[src/rtl/cvid_pkg.sv]
package cvid_pkg;
  localparam int SMP_W = 10;
  typedef logic [SMP_W-1:0] smp_t;

  localparam smp_t CODE_ONES  = '1;
  localparam smp_t CODE_ZERO  = '0;
  localparam smp_t CODE_BLANK = smp_t'(10'h040);
  localparam logic [1:0] ID_TAG = 2'b10;

  typedef enum logic [2:0] {
    WK_PASS  = 3'd0,
    WK_ONES  = 3'd1,
    WK_ZERO  = 3'd2,
    WK_ID    = 3'd3,
    WK_BLANK = 3'd4
  } wkind_e;
endpackage

[src/rtl/cvid_pos_ctr.sv]
module cvid_pos_ctr #(
  parameter int CNT_W = 11
) (
  input  logic             clk,
  input  logic             rst_n,
  input  logic             en,
  input  logic             restart,
  output logic [CNT_W-1:0] pos
);
  localparam logic [CNT_W-1:0] CNT_MAX = '1;

  logic [CNT_W-1:0] cnt_q, cnt_d;

  // position of the sample on the input this cycle; saturates until a restart
  always_comb begin
    if (restart)              pos = '0;
    else if (cnt_q == CNT_MAX) pos = CNT_MAX;
    else                      pos = cnt_q + 1'b1;
    cnt_d = en ? pos : cnt_q;
  end

  always_ff @(posedge clk or negedge rst_n) begin
    if (!rst_n) cnt_q <= CNT_MAX;
    else        cnt_q <= cnt_d;
  end

  AST_RESTART_ZERO: assert property (@(posedge clk) disable iff (!rst_n)
    (en && restart) |=> (cnt_q == '0));
  AST_CNT_STEP: assert property (@(posedge clk) disable iff (!rst_n)
    (en && !restart && cnt_q != CNT_MAX) |=> (cnt_q == $past(cnt_q) + 1'b1));
  AST_CNT_HOLD: assert property (@(posedge clk) disable iff (!rst_n)
    (!en) |=> $stable(cnt_q));
endmodule

[src/rtl/cvid_win_dec.sv]
module cvid_win_dec
  import cvid_pkg::*;
#(
  parameter int CNT_W    = 11,
  parameter int PAL_POS  = 967,
  parameter int NTSC_POS = 790,
  parameter int WIN_LEN  = 5
) (
  input  logic [CNT_W-1:0] pos,
  input  logic             pal,
  input  logic             strip,
  output wkind_e           kind
);
  localparam int IDX_W = $clog2(WIN_LEN);
  localparam logic [CNT_W-1:0] PAL_S  = CNT_W'(PAL_POS);
  localparam logic [CNT_W-1:0] NTSC_S = CNT_W'(NTSC_POS);
  localparam logic [CNT_W-1:0] LEN_C  = CNT_W'(WIN_LEN);
  localparam logic [IDX_W-1:0] LAST_I = IDX_W'(WIN_LEN - 1);

  logic [CNT_W-1:0] start, off;
  logic [IDX_W-1:0] idx;
  logic             in_win;

  always_comb begin
    start  = pal ? PAL_S : NTSC_S;
    off    = pos - start;
    in_win = (pos >= start) && (off < LEN_C);
    idx    = off[IDX_W-1:0];
    if (!in_win)              kind = WK_PASS;
    else if (strip)           kind = WK_BLANK;
    else if (idx == '0)       kind = WK_ONES;
    else if (idx == LAST_I)   kind = WK_ID;
    else                      kind = WK_ZERO;
  end
endmodule

[src/rtl/cvid_id_fmt.sv]
module cvid_id_fmt
  import cvid_pkg::*;
#(
  parameter int LINE_W = 10,
  parameter int SAT    = 31
) (
  input  logic [LINE_W-1:0] line,
  input  logic [2:0]        field,
  input  logic              pal,
  output smp_t              id
);
  localparam int LC_W = SMP_W - 2 - 3;

  logic [LC_W-1:0] lcnt;
  logic [2:0]      fcnt;

  always_comb begin
    lcnt = (line >= LINE_W'(SAT)) ? LC_W'(SAT) : line[LC_W-1:0];
    fcnt = pal ? field : {1'b0, field[1:0]};
    id   = {ID_TAG, lcnt, fcnt};
  end
endmodule

[src/rtl/cvid_out_stage.sv]
module cvid_out_stage
  import cvid_pkg::*;
(
  input  logic   clk,
  input  logic   rst_n,
  input  logic   en,
  input  smp_t   din,
  input  smp_t   id,
  input  wkind_e kind,
  output smp_t   dout,
  output logic   dval
);
  smp_t word_d, dout_d;

  always_comb begin
    case (kind)
      WK_ONES:  word_d = CODE_ONES;
      WK_ZERO:  word_d = CODE_ZERO;
      WK_ID:    word_d = id;
      WK_BLANK: word_d = CODE_BLANK;
      default:  word_d = din;
    endcase
    dout_d = en ? word_d : dout;
  end

  always_ff @(posedge clk or negedge rst_n) begin
    if (!rst_n) begin
      dout <= '0;
      dval <= 1'b0;
    end else begin
      dout <= dout_d;
      dval <= en;
    end
  end

  AST_PASS_THRU: assert property (@(posedge clk) disable iff (!rst_n)
    (en && kind == WK_PASS) |=> (dout == $past(din)));
  AST_VALID_NEXT: assert property (@(posedge clk) disable iff (!rst_n)
    en |=> dval);
  AST_IDLE_HOLD: assert property (@(posedge clk) disable iff (!rst_n)
    (!en) |=> ($stable(dout) && !dval));
  AST_ID_NOT_SYNC: assert property (@(posedge clk) disable iff (!rst_n)
    (en && kind == WK_ID) |=> (dout != CODE_ONES && dout != CODE_ZERO));
  AST_STRIP_BLANK: assert property (@(posedge clk) disable iff (!rst_n)
    (en && kind == WK_BLANK) |=> (dout == CODE_BLANK));
endmodule

[src/rtl/cvid_syncid_ins.sv]
module cvid_syncid_ins
  import cvid_pkg::*;
#(
  parameter int CNT_W    = 11,
  parameter int LINE_W   = 10,
  parameter int PAL_POS  = 967,
  parameter int NTSC_POS = 790,
  parameter int WIN_LEN  = 5,
  parameter int LINE_SAT = 31
) (
  input  logic              clk,
  input  logic              rst_n,
  input  logic              smp_en,
  input  logic [SMP_W-1:0]  smp_in,
  input  logic              line_start,
  input  logic              pal_mode,
  input  logic              strip_mode,
  input  logic [LINE_W-1:0] line_num,
  input  logic [2:0]        field_num,
  output logic [SMP_W-1:0]  smp_out,
  output logic              out_en
);
  logic rst_meta, rst_sync;
  logic [CNT_W-1:0] pos;
  wkind_e kind;
  smp_t   id_word;

  // asynchronous assertion, synchronous release
  always_ff @(posedge clk or negedge rst_n) begin
    if (!rst_n) begin
      rst_meta <= 1'b0;
      rst_sync <= 1'b0;
    end else begin
      rst_meta <= 1'b1;
      rst_sync <= rst_meta;
    end
  end

  cvid_pos_ctr #(.CNT_W(CNT_W)) u_pos (
    .clk(clk), .rst_n(rst_sync), .en(smp_en), .restart(line_start), .pos(pos)
  );

  cvid_win_dec #(
    .CNT_W(CNT_W), .PAL_POS(PAL_POS), .NTSC_POS(NTSC_POS), .WIN_LEN(WIN_LEN)
  ) u_dec (
    .pos(pos), .pal(pal_mode), .strip(strip_mode), .kind(kind)
  );

  cvid_id_fmt #(.LINE_W(LINE_W), .SAT(LINE_SAT)) u_id (
    .line(line_num), .field(field_num), .pal(pal_mode), .id(id_word)
  );

  cvid_out_stage u_out (
    .clk(clk), .rst_n(rst_sync), .en(smp_en), .din(smp_in), .id(id_word),
    .kind(kind), .dout(smp_out), .dval(out_en)
  );
endmodule

[config.mk]
export PLATFORM = sky130hd
export DESIGN_NAME = cvid_syncid_ins
export DESIGN_NICKNAME = d
export VERILOG_FILES = /design/src/rtl/cvid_pkg.sv /design/src/rtl/cvid_pos_ctr.sv /design/src/rtl/cvid_win_dec.sv /design/src/rtl/cvid_id_fmt.sv /design/src/rtl/cvid_out_stage.sv /design/src/rtl/cvid_syncid_ins.sv
export SDC_FILE = /design/constraint.sdc
export NUM_CORES = 1
export LEC_CHECK = 0
export BUFFER_PORTS_ARGS = -buffer_cell sky130_fd_sc_hd__buf_4
export CAP_MARGIN = 20
export CORE_MARGIN = 2
export CORE_UTILIZATION = 50
export CTS_BUF_LIST = sky130_fd_sc_hd__clkbuf_8
export DETAILED_ROUTE_END_ITERATION = 7
export GPL_ROUTABILITY_DRIVEN = 0
export GPL_TIMING_DRIVEN = 0
export PLACE_DENSITY = 0.81
export RECOVER_POWER = 100
export SYNTH_ARGS = -nofsm -noshare
export SYNTH_HDL_FRONTEND = slang
export SYNTH_HIERARCHICAL = 1
export SYNTH_SLANG_ARGS = --single-unit
[constraint.sdc]
create_clock -name clk -period 1.25 [get_ports clk]
set_clock_uncertainty 0.15 [all_clocks]
set_input_delay 0.0625 -clock clk [delete_from_list [all_inputs] [get_ports clk]]
set_output_delay 0.0625 -clock clk [all_outputs]
set_load 0.03 [all_outputs]
======== Yosys cells after proc, flatten, opt, wreduce, memory -nomap -nowiden ========
Cells that the tools add are included.
operators by class
  equal/unequal tests ..................... 6
  muxes and demuxes ....................... 10
  reduce and logical (&&, ||, !) cells .... 2
  add/sub/neg operators ................... 2
  order comparisons ....................... 3
operator list
  operator                 count
  $pmux W10 S4             1
  $mux W11                 2
  $mux W3                  4
  $add A11 B1 Y11 const B  1
  $eq A11 B11 Y1 const B   1
  $ge A11 B11 Y1           1
  $lt A11 B3 Y1 const B    1
  $sub A11 B11 Y11         1
  $ge A10 B5 Y1 const B    1
  $mux W8                  1
  $eq A3 B2 Y1 const B     2
  $eq A3 B3 Y1 const B     2
  $mux W5                  1
  $eq A3 B1 Y1 const B     1
  $logic_not A3 Y1         1
  $logic_and A1 B1 Y1      1
  $mux W1                  1
storage, ports and cells
  bits in registers ....................... 24

======== Longest topological paths before layout ========
  depth after elaboration ................. 11
  gate-level depth with buffers ........... 18
  depth with buffers taken out ............ 15

======== Cells and area by module ========
The synthesis kept the hierarchy.
by module, submodules not included
  module           cells an instance  area an instance (um2)  seq. area each (um2)  times used
  cvid_pos_ctr     95                 823.3                   289.0                 1
  cvid_out_stage   72                 740.7                   275.3                 1
  cvid_win_dec     60                 412.9                   0.0                   1
  cvid_id_fmt      19                 100.1                   0.0                   1
  cvid_syncid_ins  3                  53.8                    50.0                  1

======== Worst setup path before layout ========
Ideal clock, no wire load.
  path kind ............................... register -> register
  from .................................... reg u_pos.cnt_q[2]
  to ...................................... reg u_out.dout[0]
  required time ........................... 1,004 ps
  library setup time ...................... 96 ps
  setup slack ............................. -2,485 ps
  data arrival time ....................... 3,489 ps
  cell stages (with the launch flop) ...... 16
  path buffers ............................ 3
  period minus slack after synthesis ...... 3,735 ps
  cell sequence ........................... dfstp_2 buf_2 nand4_2 or4_1 a31oi_1 ha_1 clkbuf_2 o211a_1 or3b_1 a21oi_1 o21ai_2 nor4_2 or2_1 buf_6 a21boi_2 o32ai_2
between the ends
  elaborated cells on any way between the ends .. 19
RTL lines
  item                                                      line                                    text
  from (decl)                                               cvid_pos_ctr.sv:12                      logic [CNT_W-1:0] cnt_q, cnt_d;
  from (signal assigned)                                    cvid_pos_ctr.sv:24                      else cnt_q <= cnt_d;
  $add A11 B1 Y11 / $eq A11 B11 Y1 (equally long branches)  cvid_pos_ctr.sv:18, cvid_pos_ctr.sv:17
  $mux W11 *                                                cvid_pos_ctr.sv:17                      else if (cnt_q == CNT_MAX) pos = CNT_MAX;
  $mux W11 *                                                cvid_pos_ctr.sv:16                      if (restart) pos = '0;
  named net pos[7]                                          cvid_syncid_ins.sv:24                   logic [CNT_W-1:0] pos;
  $sub A11 B11 Y11                                          cvid_win_dec.sv:26                      off = pos - start;
  $lt A11 B3 Y1                                             cvid_win_dec.sv:27                      in_win = (pos >= start) && (off < LEN_C);
  $logic_and A1 B1 Y1 *                                     cvid_win_dec.sv:27
  $mux W3 *                                                 cvid_win_dec.sv:29                      if (!in_win) kind = WK_PASS;
  named net kind[1]                                         cvid_syncid_ins.sv:25                   wkind_e kind;
  $eq A3 B3 Y1 (tied with other cells)                      cvid_out_stage.sv:16                    case (kind)
  $pmux W10 S4 *                                            cvid_out_stage.sv:16
  to (signal assigned)                                      cvid_out_stage.sv:31                    dout <= dout_d;
  to (decl)                                                 cvid_out_stage.sv:10                    output smp_t dout,
Mark *: on every way through the listed nets, which the timed path passes. The rest lies on a longest branch.
A chain may end at the register's enable or synchronous reset.

======== Worst setup path after layout ========
  from .................................... reg u_pos.cnt_q[4]
  to ...................................... reg u_out.dout[6]
between the ends
  elaborated cells on any way between the ends .. 19
RTL lines
  item                                  line
  $eq A11 B11 Y1 *                      cvid_pos_ctr.sv:17
  $mux W11 *                            cvid_pos_ctr.sv:17
  $mux W11 *                            cvid_pos_ctr.sv:16
  named net pos[0]                      cvid_syncid_ins.sv:24
  $sub A11 B11 Y11                      cvid_win_dec.sv:26
  $lt A11 B3 Y1                         cvid_win_dec.sv:27
  $logic_and A1 B1 Y1 *                 cvid_win_dec.sv:27
  $mux W3 *                             cvid_win_dec.sv:29
  named net kind[2]                     cvid_syncid_ins.sv:25
  $eq A3 B3 Y1 (tied with other cells)  cvid_out_stage.sv:16
  $pmux W10 S4 *                        cvid_out_stage.sv:16
Marks and branches as above.

==> impl_metrics.tcl <==
set metrics [dict create \
    wl_per_cell_um 22.2 \
    worstPathArrival_ns 4.09 \
    synthMuxAreaShare 0.00998 \
    drc_errors 0 \
    syn_nets 284 \
    final_cell_area_mm2 0.00335 \
    io_buffers 37 \
    wirelength_um 8630 \
    core_area_mm2 0.00406 \
    clkTransAtPathRegs_ns 0.10 \
    yosys-top-cells-area "dfrtp_1, dfstp_2, o32ai_2" \
    grt_pass1_vias 2456 \
    grt_setup_unrepaired "yes" \
    wl_met3_um 750 \
    finalWorstSetupSlack_ns -2.82 \
    clockBufferDepth 2 \
    period_share 3.25 \
    insertion_delay_ns 0.27 \
    drtIter0Drc 271 \
    netlist_instances 249 \
    synthArstFlopShare 1.00 \
    std_cell_rows 23 \
    synth_edf_count 0 \
    reg2reg_slack_ns -2.82 \
    yosysUniqueCellTypes 57 \
    numClockSinks 24 \
    p_leak_nw 1.39 \
    viasPerCell 6.77 \
    finalWorstPathRequiredPeriod_ns 4.07 \
    synth_top_cell_by_area "dfrtp_1" \
    dpl-instance-area_mm2 0.00258 \
    die_area_mm2 0.00480 \
    multiInputGateArea_mm2 0.00170 \
    hold_path.class "in -> reg" \
    status "complete, but fails checks" \
    hpwl_um 3940 \
    crit_path_max_fanout 6 \
    firstDrtPassIters 5 \
    area_delta_synth_final_pct 57.2 \
    path_depth 18 \
    critPathLaunchType "flop" \
    regArea_um2 616 \
    yosys.area_share.simple 0.190 \
    hold_depth 3 \
    relSlewSlack 0.525 \
    yosysSeqAreaShare 0.288 \
    cts_max_level 1 \
    post_synth_fa_ha_maj_area_fraction 0.0352 \
    reg2regPathDepth 18 \
    nFillCells 234 \
    critPathKind "reg -> reg" \
    vias 2633 \
    grt_usage 0.302 \
    violations "negative hold slack, negative setup slack" \
    grt_max_degree 23 \
    synth_xor_area_frac 0.0206 \
    layout-drive-gt1-share 0.549 \
    grt_overflow_total 0 \
    tritoncts "built" \
    max_slew.worst_pin.slew_ns 0.713 \
    slowest_delay_ns 0.62 \
    ant_nets 0 \
    pre_cts_ws_ns -2.80 \
    synth_flop_cell "dfrtp_1" \
    die_width_um 69.3 \
    met1Wirelength_um 3180 \
    critPathRequiredTime_ns 1.27 \
    path_delay_family "simple AND/OR/NAND/NOR gates" \
    root_buffer "clkbuf_8" \
    synth_compound_area_frac 0.362 \
    path_buf_inv 6 \
    die-height_um 69.3 \
    ys_ff_latch 24 \
    grt_pass1_wl_um 11800 \
    setup-tns-final_ns -32.72 \
    fmax_ghz 0.246 \
    design.portCount 40 \
    ys.warnings.count 6 \
    cts_hold_buf 6 \
    totalPowerFinal_mw 2.40 \
    synth_top_area_share 0.153 \
    antenna_found_initial 0 \
    initial_utilization 0.525 \
    syn_area_mm2 0.00213 \
    hold_viol_final 1 \
    setup-violations-final 21 \
    dr_wl_met2_um 4190 \
    drv_cap 0 \
    slowest_stage "dfstp_2" \
    num_antenna_cells 0 \
    final_nets 375 \
    synth_top_family_by_area "compound AO/OA/AOI/OAI gates" \
    p_per_area_mw_per_mm2 715 \
    crit_chain "and4_4, nand4_4, buf_6, a21oi_2, inv_1, ha_2, inv_2, ha_4, xnor2_2, o22ai_2, a211oi_2, buf_4, nand3_2, buf_6, nor4b_4, clkbuf_8, o21ai_0, a41oi_1" \
    cts_buffers 3 \
    end_kind "flop" \
    top_layer_used "met4" \
    syn_avg_cell_area_um2 8.56 \
    max-vdd-ir-drop_v 0.000619 \
    report.final.slew_viol_count 0 \
    hold_slack_ns -0.0203 \
    worst_path_most_repeated_cell "buf_6" \
]
cells in the mapped netlist (2+ instances only):
cell / instances
a21boi_0: 2
clkbuf_2: 3
xnor2_1: 3
o32ai_2: 9
o21ai_0: 22
nor2b_1: 2
buf_4: 5
o31ai_1: 3
nor2_2: 2
nand4_1: 2
conb_1: 3
a21o_1: 2
nand3b_1: 3
and2_1: 3
a211oi_1: 7
nor3_1: 2
inv_1: 17
a31oi_1: 10
clkbuf_1: 7
dfrtp_1: 13
a21boi_2: 9
a21oi_1: 23
o22ai_1: 2
dfstp_2: 11
a311oi_1: 2
nand2_1: 9
nand2b_1: 2
nand3_1: 8
and3_1: 6
and4_1: 2
nor2_1: 14
ha_1: 6
a41oi_1: 4
xor2_1: 2
buf_2: 7
sequential cells by signal, summed over array words and instances (netlist names):
name         count
rst_meta         1
rst_sync         1
u_out/dout      10
u_out/dval       1
u_pos/cnt_q     11
final timing paths:
kind                                start        endpoint
hold / removal                 line_start  u_pos/cnt_q[9]
hold reg to reg                  rst_sync   u_out/dout[4]
min in group asynchronous        rst_sync   u_out/dout[4]
setup / recovery           u_pos/cnt_q[4]   u_out/dout[6]
setup reg to reg           u_pos/cnt_q[4]   u_out/dout[6]
max in group asynchronous           rst_n        rst_sync
worst min-delay path, stage by stage:
cell	delay, ns
buf_4	0.11
a41o_1	0.15
a21oi_2	0.07
through the flow:
| step | utilization | hold slack [ns] | cells |
|---|---|---|---|
| after floorplan | - | -0.383 | 249 |
| final | 0.825 | -0.0203 | 389 |
| after global placement | 0.635 | -0.306 | 336 |
| after global routing | 0.825 | -0.0167 | 389 |
| after CTS | 0.768 | -0.0738 | 375 |
| after detailed placement | 0.635 | -0.305 | 336 |
cell families (layout without fill, tap and decap cells):
group	count (synthesis)	count (layout)
xor gates and xnor gates	5	5
adders and majority gates	6	6
other	3	3
DFF	24	24
muxes	2	2
buffers and inverters	40	129
AOI/OAI and AO/OA	102	102
and+or+nand+nor	67	68
where the power goes:
part	internal, mW	switching, mW
Clock	0.220	0.275
Sequential	0.846	0.0544
Combinational	0.480	0.519
per-layer routing:
layer / global-route usage / up-vias
met5: 0 / -
met1: 0.379 / 1261
li1: - / 1115
met3: 0.0407 / 52
met4: 0.168 / 0
met2: 0.500 / 205
cell usage in the layout (no fill, tap or decap), types with 3 or more instances in the layout:
cell type / netlist / routed
buf_6: 1 / 15
a21oi_2: 0 / 11
clkbuf_1: 7 / 5
nand3_1: 8 / 7
nor2_1: 14 / 14
o32ai_2: 9 / 9
a31oi_1: 10 / 6
dfrtp_1: 13 / 12
o21ai_0: 22 / 20
nand2_1: 9 / 8
nand3b_1: 3 / 3
a21boi_2: 9 / 5
clkbuf_8: 0 / 4
conb_1: 3 / 3
a31oi_4: 0 / 4
dfstp_2: 11 / 11
clkbuf_2: 3 / 11
a21boi_4: 0 / 4
inv_1: 17 / 15
ha_4: 0 / 3
a41oi_2: 0 / 3
a21oi_1: 23 / 11
and3_1: 6 / 6
buf_4: 5 / 66
o31ai_1: 3 / 3
a211oi_2: 0 / 6
dlygate4sd3_1: 0 / 6
layout make-up:
| class | instances | share of cell area |
|---|---|---|
| well taps | 50 | 0.0187 |
| inverters | 17 | 0.0191 |
| clock inverters | 1 | 0.00112 |
| flip-flops and latches | 24 | 0.184 |
| clock buffers | 3 | 0.0123 |
| repair buffers | 90 | 0.213 |
| multi-input cells | 186 | 0.508 |
| plain buffers | 18 | 0.0441 |
repair_timing:
action                     CTS  global route
hold endpoints to repair     7             1
gates cloned                 1             3
gates resized for setup     44            41
pin swaps                   23            31
setup buffers               31            15
setup endpoints to repair   21            32
Power figures use the tool's default switching activity.
